===== config.mk =====
export PLATFORM = sky130hd
export DESIGN_NAME = ddrser_top
export DESIGN_NICKNAME = d
export VERILOG_FILES = /design/src/rtl/ddrser_pkg.sv /design/src/rtl/ddrser_capture.sv /design/src/rtl/ddrser_timer.sv /design/src/rtl/ddrser_lane.sv /design/src/rtl/ddrser_top.sv
export SDC_FILE = /design/constraint.sdc
export NUM_CORES = 1
export LEC_CHECK = 0
export BUFFER_PORTS_ARGS = -buffer_cell sky130_fd_sc_hd__clkbuf_2
export CAP_MARGIN = 20
export CELL_PAD_IN_SITES_DETAIL_PLACEMENT = 1
export CELL_PAD_IN_SITES_GLOBAL_PLACEMENT = 1
export CORE_ASPECT_RATIO = 1.25
export CORE_MARGIN = 4
export CORE_UTILIZATION = 30
export CTS_BUF_LIST = sky130_fd_sc_hd__clkbuf_16
export DETAILED_ROUTE_END_ITERATION = 6
export HOLD_SLACK_MARGIN = 0.1
export MAX_ROUTING_LAYER = met4
export PLACE_DENSITY_LB_ADDON = 0.1
export SETUP_SLACK_MARGIN = 0.02
export SYNTH_ARGS = -nofsm -noshare
export SYNTH_HDL_FRONTEND = slang
export SYNTH_HIERARCHICAL = 1
export SYNTH_SLANG_ARGS = --single-unit

===== constraint.sdc =====
create_clock -name clk -period 5.5 [get_ports clk]
set_clock_uncertainty 0.05 [all_clocks]
set_input_delay 0.55 -clock clk [delete_from_list [all_inputs] [get_ports clk]]
set_output_delay 0.55 -clock clk [all_outputs]
set_load 0.005 [all_outputs]

===== src/rtl/ddrser_pkg.sv =====
// Shared types for the four-lane framed DDR serializer.
package ddrser_pkg;

    // Transmission state of the frame timer.
    typedef enum logic {
        ST_IDLE = 1'b0,
        ST_RUN  = 1'b1
    } run_state_t;

endpackage


===== src/rtl/ddrser_capture.sv =====
// Holding register for one multi-channel sample word.
// On the sample strobe it clamps out-of-range channels to the rail given by
// the raw MSB, applies the output-format select, and stores the word together
// with the OR of the overrange bits. It also provides a one-cycle delayed copy
// of the strobe, which marks "fresh word available" for the frame timer.
// Assumes offset-binary input samples.
module ddrser_capture #(
    parameter int NCH = 4,
    parameter int W   = 8
) (
    input  logic             clk,
    input  logic             rst_n,
    input  logic             stb,
    input  logic             fmt_twos,
    input  logic [NCH*W-1:0] raw,
    input  logic [NCH-1:0]   ovr_in,
    output logic [NCH*W-1:0] hold_word,
    output logic             hold_ovr,
    output logic             stb_d
);

    logic [NCH*W-1:0] conv;

    // Per-channel clamp, then format conversion by MSB inversion.
    for (genvar ch = 0; ch < NCH; ch++) begin : g_ch
        logic [W-1:0] raw_w;
        logic [W-1:0] clamp_w;
        assign raw_w   = raw[ch*W +: W];
        assign clamp_w = ovr_in[ch] ? {W{raw_w[W-1]}} : raw_w;
        assign conv[ch*W +: W] = {clamp_w[W-1] ^ fmt_twos, clamp_w[W-2:0]};
    end

    // Capture the converted word on the strobe and delay the strobe by one.
    always_ff @(posedge clk) begin
        if (!rst_n) begin
            hold_word <= '0;
            hold_ovr  <= 1'b0;
            stb_d     <= 1'b0;
        end else begin
            stb_d <= stb;
            if (stb) begin
                hold_word <= conv;
                hold_ovr  <= |ovr_in;
            end
        end
    end

endmodule


===== src/rtl/ddrser_timer.sv =====
// Byte framing for all lanes.
// Counts bit positions within a byte, decides when the shift registers load,
// and produces the forwarded bit clock and the frame clock. A halt (unlock or
// power-down) freezes both clocks and drops back to idle. From idle, a byte
// starts only on the cycle after a sample strobe.
// Assumes W is even and the strobe period is W cycles.
module ddrser_timer
    import ddrser_pkg::*;
#(
    parameter int W = 8
) (
    input  logic clk,
    input  logic rst_n,
    input  logic halt,
    input  logic stb_d,
    output logic load,
    output logic running,
    output logic bit_clk_q,
    output logic frm_clk_q
);

    localparam int BW = $clog2(W);
    localparam logic [BW-1:0] LAST    = BW'(W - 1);
    localparam logic [BW-1:0] HALF_M1 = BW'(W / 2 - 1);

    run_state_t    state;
    logic [BW-1:0] bit_idx;

    assign running = (state == ST_RUN);

    // A byte starts after the last bit, or from idle once a fresh word is held.
    assign load = !halt && ((running && bit_idx == LAST) ||
                            (!running && stb_d));

    // Advance the bit position and both forwarded clocks, or freeze on halt.
    always_ff @(posedge clk) begin
        if (!rst_n) begin
            state     <= ST_IDLE;
            bit_idx   <= '0;
            bit_clk_q <= 1'b0;
            frm_clk_q <= 1'b0;
        end else if (halt) begin
            state <= ST_IDLE;
        end else if (load) begin
            state     <= ST_RUN;
            bit_idx   <= '0;
            bit_clk_q <= 1'b1;
            frm_clk_q <= 1'b1;
        end else if (running) begin
            bit_idx   <= bit_idx + 1'b1;
            bit_clk_q <= ~bit_clk_q;
            frm_clk_q <= (bit_idx < HALF_M1);
        end
    end

endmodule


===== src/rtl/ddrser_lane.sv =====
// One serial lane: a parallel-load, MSB-first shift register.
// Loads on the frame timer's load pulse and shifts while enabled; otherwise
// holds, so the driven bit stays at its last value.
module ddrser_lane #(
    parameter int W = 8
) (
    input  logic         clk,
    input  logic         rst_n,
    input  logic         load,
    input  logic         shift_en,
    input  logic [W-1:0] word,
    output logic         sd
);

    logic [W-1:0] sh;

    assign sd = sh[W-1];

    // Load a new byte or move the next bit into the MSB position.
    always_ff @(posedge clk) begin
        if (!rst_n) begin
            sh <= '0;
        end else if (load) begin
            sh <= word;
        end else if (shift_en) begin
            sh <= {sh[W-2:0], 1'b0};
        end
    end

endmodule


===== src/rtl/ddrser_top.sv =====
// Four-lane framed DDR serializer, top level.
// Captures strobed sample words, frames them into bytes, and shifts every
// channel out on its own lane with a forwarded bit clock and a frame clock.
// An unlocked clock (lock_n high) or power-down freezes all outputs; power-down
// also clears output enable. Assumes the strobe arrives every W cycles.
module ddrser_top #(
    parameter int NCH = 4,
    parameter int W   = 8
) (
    input  logic             clk,
    input  logic             rst_n,
    input  logic             smp_stb,
    input  logic [NCH*W-1:0] smp_data,
    input  logic [NCH-1:0]   smp_ovr,
    input  logic             twos_sel,
    input  logic             lock_n,
    input  logic             pwdn,
    output logic [NCH-1:0]   lane_sd,
    output logic             bit_clk,
    output logic             frm_clk,
    output logic             ovr_flag,
    output logic             out_en
);

    logic             halt;
    logic             load;
    logic             running;
    logic             shift_en;
    logic             stb_d;
    logic             hold_ovr;
    logic [NCH*W-1:0] hold_word;

    assign halt     = lock_n | pwdn;
    assign shift_en = running & ~halt & ~load;

    ddrser_capture #(.NCH(NCH), .W(W)) u_capture (
        .clk       (clk),
        .rst_n     (rst_n),
        .stb       (smp_stb),
        .fmt_twos  (twos_sel),
        .raw       (smp_data),
        .ovr_in    (smp_ovr),
        .hold_word (hold_word),
        .hold_ovr  (hold_ovr),
        .stb_d     (stb_d)
    );

    ddrser_timer #(.W(W)) u_timer (
        .clk       (clk),
        .rst_n     (rst_n),
        .halt      (halt),
        .stb_d     (stb_d),
        .load      (load),
        .running   (running),
        .bit_clk_q (bit_clk),
        .frm_clk_q (frm_clk)
    );

    for (genvar ch = 0; ch < NCH; ch++) begin : g_lane
        ddrser_lane #(.W(W)) u_lane (
            .clk      (clk),
            .rst_n    (rst_n),
            .load     (load),
            .shift_en (shift_en),
            .word     (hold_word[ch*W +: W]),
            .sd       (lane_sd[ch])
        );
    end

    // Overrange flag follows the byte being sent; output enable tracks power-down.
    always_ff @(posedge clk) begin
        if (!rst_n) begin
            ovr_flag <= 1'b0;
            out_en   <= 1'b0;
        end else begin
            out_en <= ~pwdn;
            if (load) begin
                ovr_flag <= hold_ovr;
            end
        end
    end

endmodule


==> out/qor.yml <==
status: "finished clean"
ant_nets: 0
dp_slack_ps: 3070
start_util_pct: 30.7
clkSinkCount: 74
setup_tns_ps: 0
num_rows: 43
first_global_vias: 2720
period_share_pct: 43.9
hold_buffers: 0
drive_gt1_share_pct: 27.3
vdd_drop_max_mv: 0.123
ys_seq_elements: 74
max_stage_delay_ps: 490
htree_levels: 3
reg.largest.list: "g_lane.u_lane/sh: 32 flops, u_capture/hold_word: 32 flops, u_timer/bit_idx: 3 flops"
pin_count: 50
critPathSlowestCell: "buf_4"
gr-total-overflow: 0
fin_crit_ps: 2420
p_total_mw: 1.24
drv_slew: 0
cp_max_fo: 32
cp_data_arrival_time_ps: 2590
final_common_cell: "dfxtp_1"
postLayoutCoreUtil_pct: 36.0
ys_seq_area_share_pct: 43.6
first_pass_iters: 4
grt_usage_pct: 13.2
cts_setup_buffers: 0
place_area_um2: 3710
cp-start-kind: "flop"
setup_viol: 0
required_ps: 5670
cts_root_buf: "clkbuf_16"
antenna-diode-count: 0
stdcell_area_um2: 3990
p_leak_nw: 1.86
syn_to_final_growth_pct: 17.3
ctsResizeCount: 0
cts_tree: "done"
netlist.area_leader.share_pct: 43.6
synth-main-ff-cell: "dfxtp_1"
setup_slack_ps: 3080
vias: 2488
antenna_found_initial: 0
place_congestion: 0.663
die_x_um: 103
hold_path.class: "flop to flop"
crit_type: "flop to flop"
numCtsBuffers: 9
final_cell_mix: "dfxtp_1, nand2b_1, clkbuf_2, o211a_1"
ys_types: 32
netlist_area_um2: 3400
synth.area.top_cells: "dfxtp_1, mux2_4, nand2b_1, o211a_1, a31oi_1"
fin_nets: 409
avgSynthCellArea_um2: 10.5
drc: 0
path_cells: "ha_1 > ha_1 > and2b_4 > nor2_4 > nor3b_4 > buf_4 > mux2_4 > o211a_1"
synth_warnings: 6
drt_iter0_markers: 61
dieHeight_um: 127
syn_inst: 324
synth.largest_area_cell: "dfxtp_1"
finalHoldViolations: 0
clock_path_buffers: 2
placedCellCount: 489
routedWlPerCell_um: 15.1
postRouteWirelength_um: 7640
grt_start_max_net_pins: 73
clk_latency_ps: 330
tightest_slew_ps: 693
fmax_ghz: 0.414
cap_violations: 0
hold_slack_ps: 408
port_buffers: 49
via_per_inst: 4.93
fin_cells: 505
synth-edff-count: 0
rsz0062_at_grt: "false"
grt_pass1_wl_um: 13100
die_area_um2: 13100
slew_headroom_pct: 53.8
worst_setup_path_end_kind: "flop"
power_density_nw_per_um2: 310
cp_common_cell: "ha_1"
syn_nets: 368
async_reset_ff_share_pct: 0
dp.final_hpwl_um: 4890
clkSlewWorstSetupHoldPaths_ps: 60
core_um2: 11100
[report_power, final]
part | switching [mW] | total (mW) | internal [mW]
clock | 0.209 | 0.551 | 0.341
sequential | 0.0134 | 0.578 | 0.565
combinational | 0.0531 | 0.109 | 0.0559
[routing by layer]
layer	wire length [um]	share of wire (%)	track usage, %	vias to the layer above
met2	3410	45	19.4	47
met1	3750	49	17.1	1180
met5	0	0	-	-
li1	-	-	-	1248
met3	294	3.8	2.57	13
met4	183	2.4	6.86	0
[worst paths after layout]
path	start	to	slack (ps)	depth (start not counted)
max	u_timer/bit_idx[0]	g_lane[0].u_lane/sh[5]	3080	8
min	u_capture/hold_word[16]	g_lane[2].u_lane/sh[0]	410	2
max reg2reg	u_timer/bit_idx[0]	g_lane[0].u_lane/sh[5]	3080	8
min reg2reg	u_capture/hold_word[16]	g_lane[2].u_lane/sh[0]	410	2
[cells in the mapped netlist, types with 5 or more instances]
cell type and count:
o21ai_0 27, mux2_4 28, nand2_1 12, o21ai_1 7
dfxtp_1 74, o211a_1 29, nand2b_1 56, a31oi_1 28
a21oi_1 8, buf_4 5, buf_2 9, xnor2_1 5
[worst max-delay path: cells and delay by family (launching register included)]
kind | cells | cell delay, ps
simple gates | 3 | 490
buf+inv | 1 | 490
fa+ha+maj | 2 | 380
flops | 1 | 340
mux | 1 | 340
compound gates | 1 | 200
[cell families (layout without fill, tap and decap cells)]
| kind of cell | after synthesis | after routing | share of synthesized area [%] |
|---|---|---|---|
| compound gates | 106 | 106 | 21.8 |
| xor+xnor | 5 | 5 | 1.29 |
| fa+ha+maj | 2 | 2 | 0.736 |
| buf+inv | 23 | 69 | 4.34 |
| flops | 74 | 74 | 43.6 |
| mux | 29 | 29 | 12.7 |
| simple gates | 85 | 85 | 15.6 |
[final cells by class]
class,count,area [um^2]
sequential,74,1480
clock inverter,7,52.6
tap,135,169
timing repair buffer,53,275
fill,1261,7100
multi-input combinational,227,1780
clock buffer,9,225
Power figures use the tool's default switching activity.
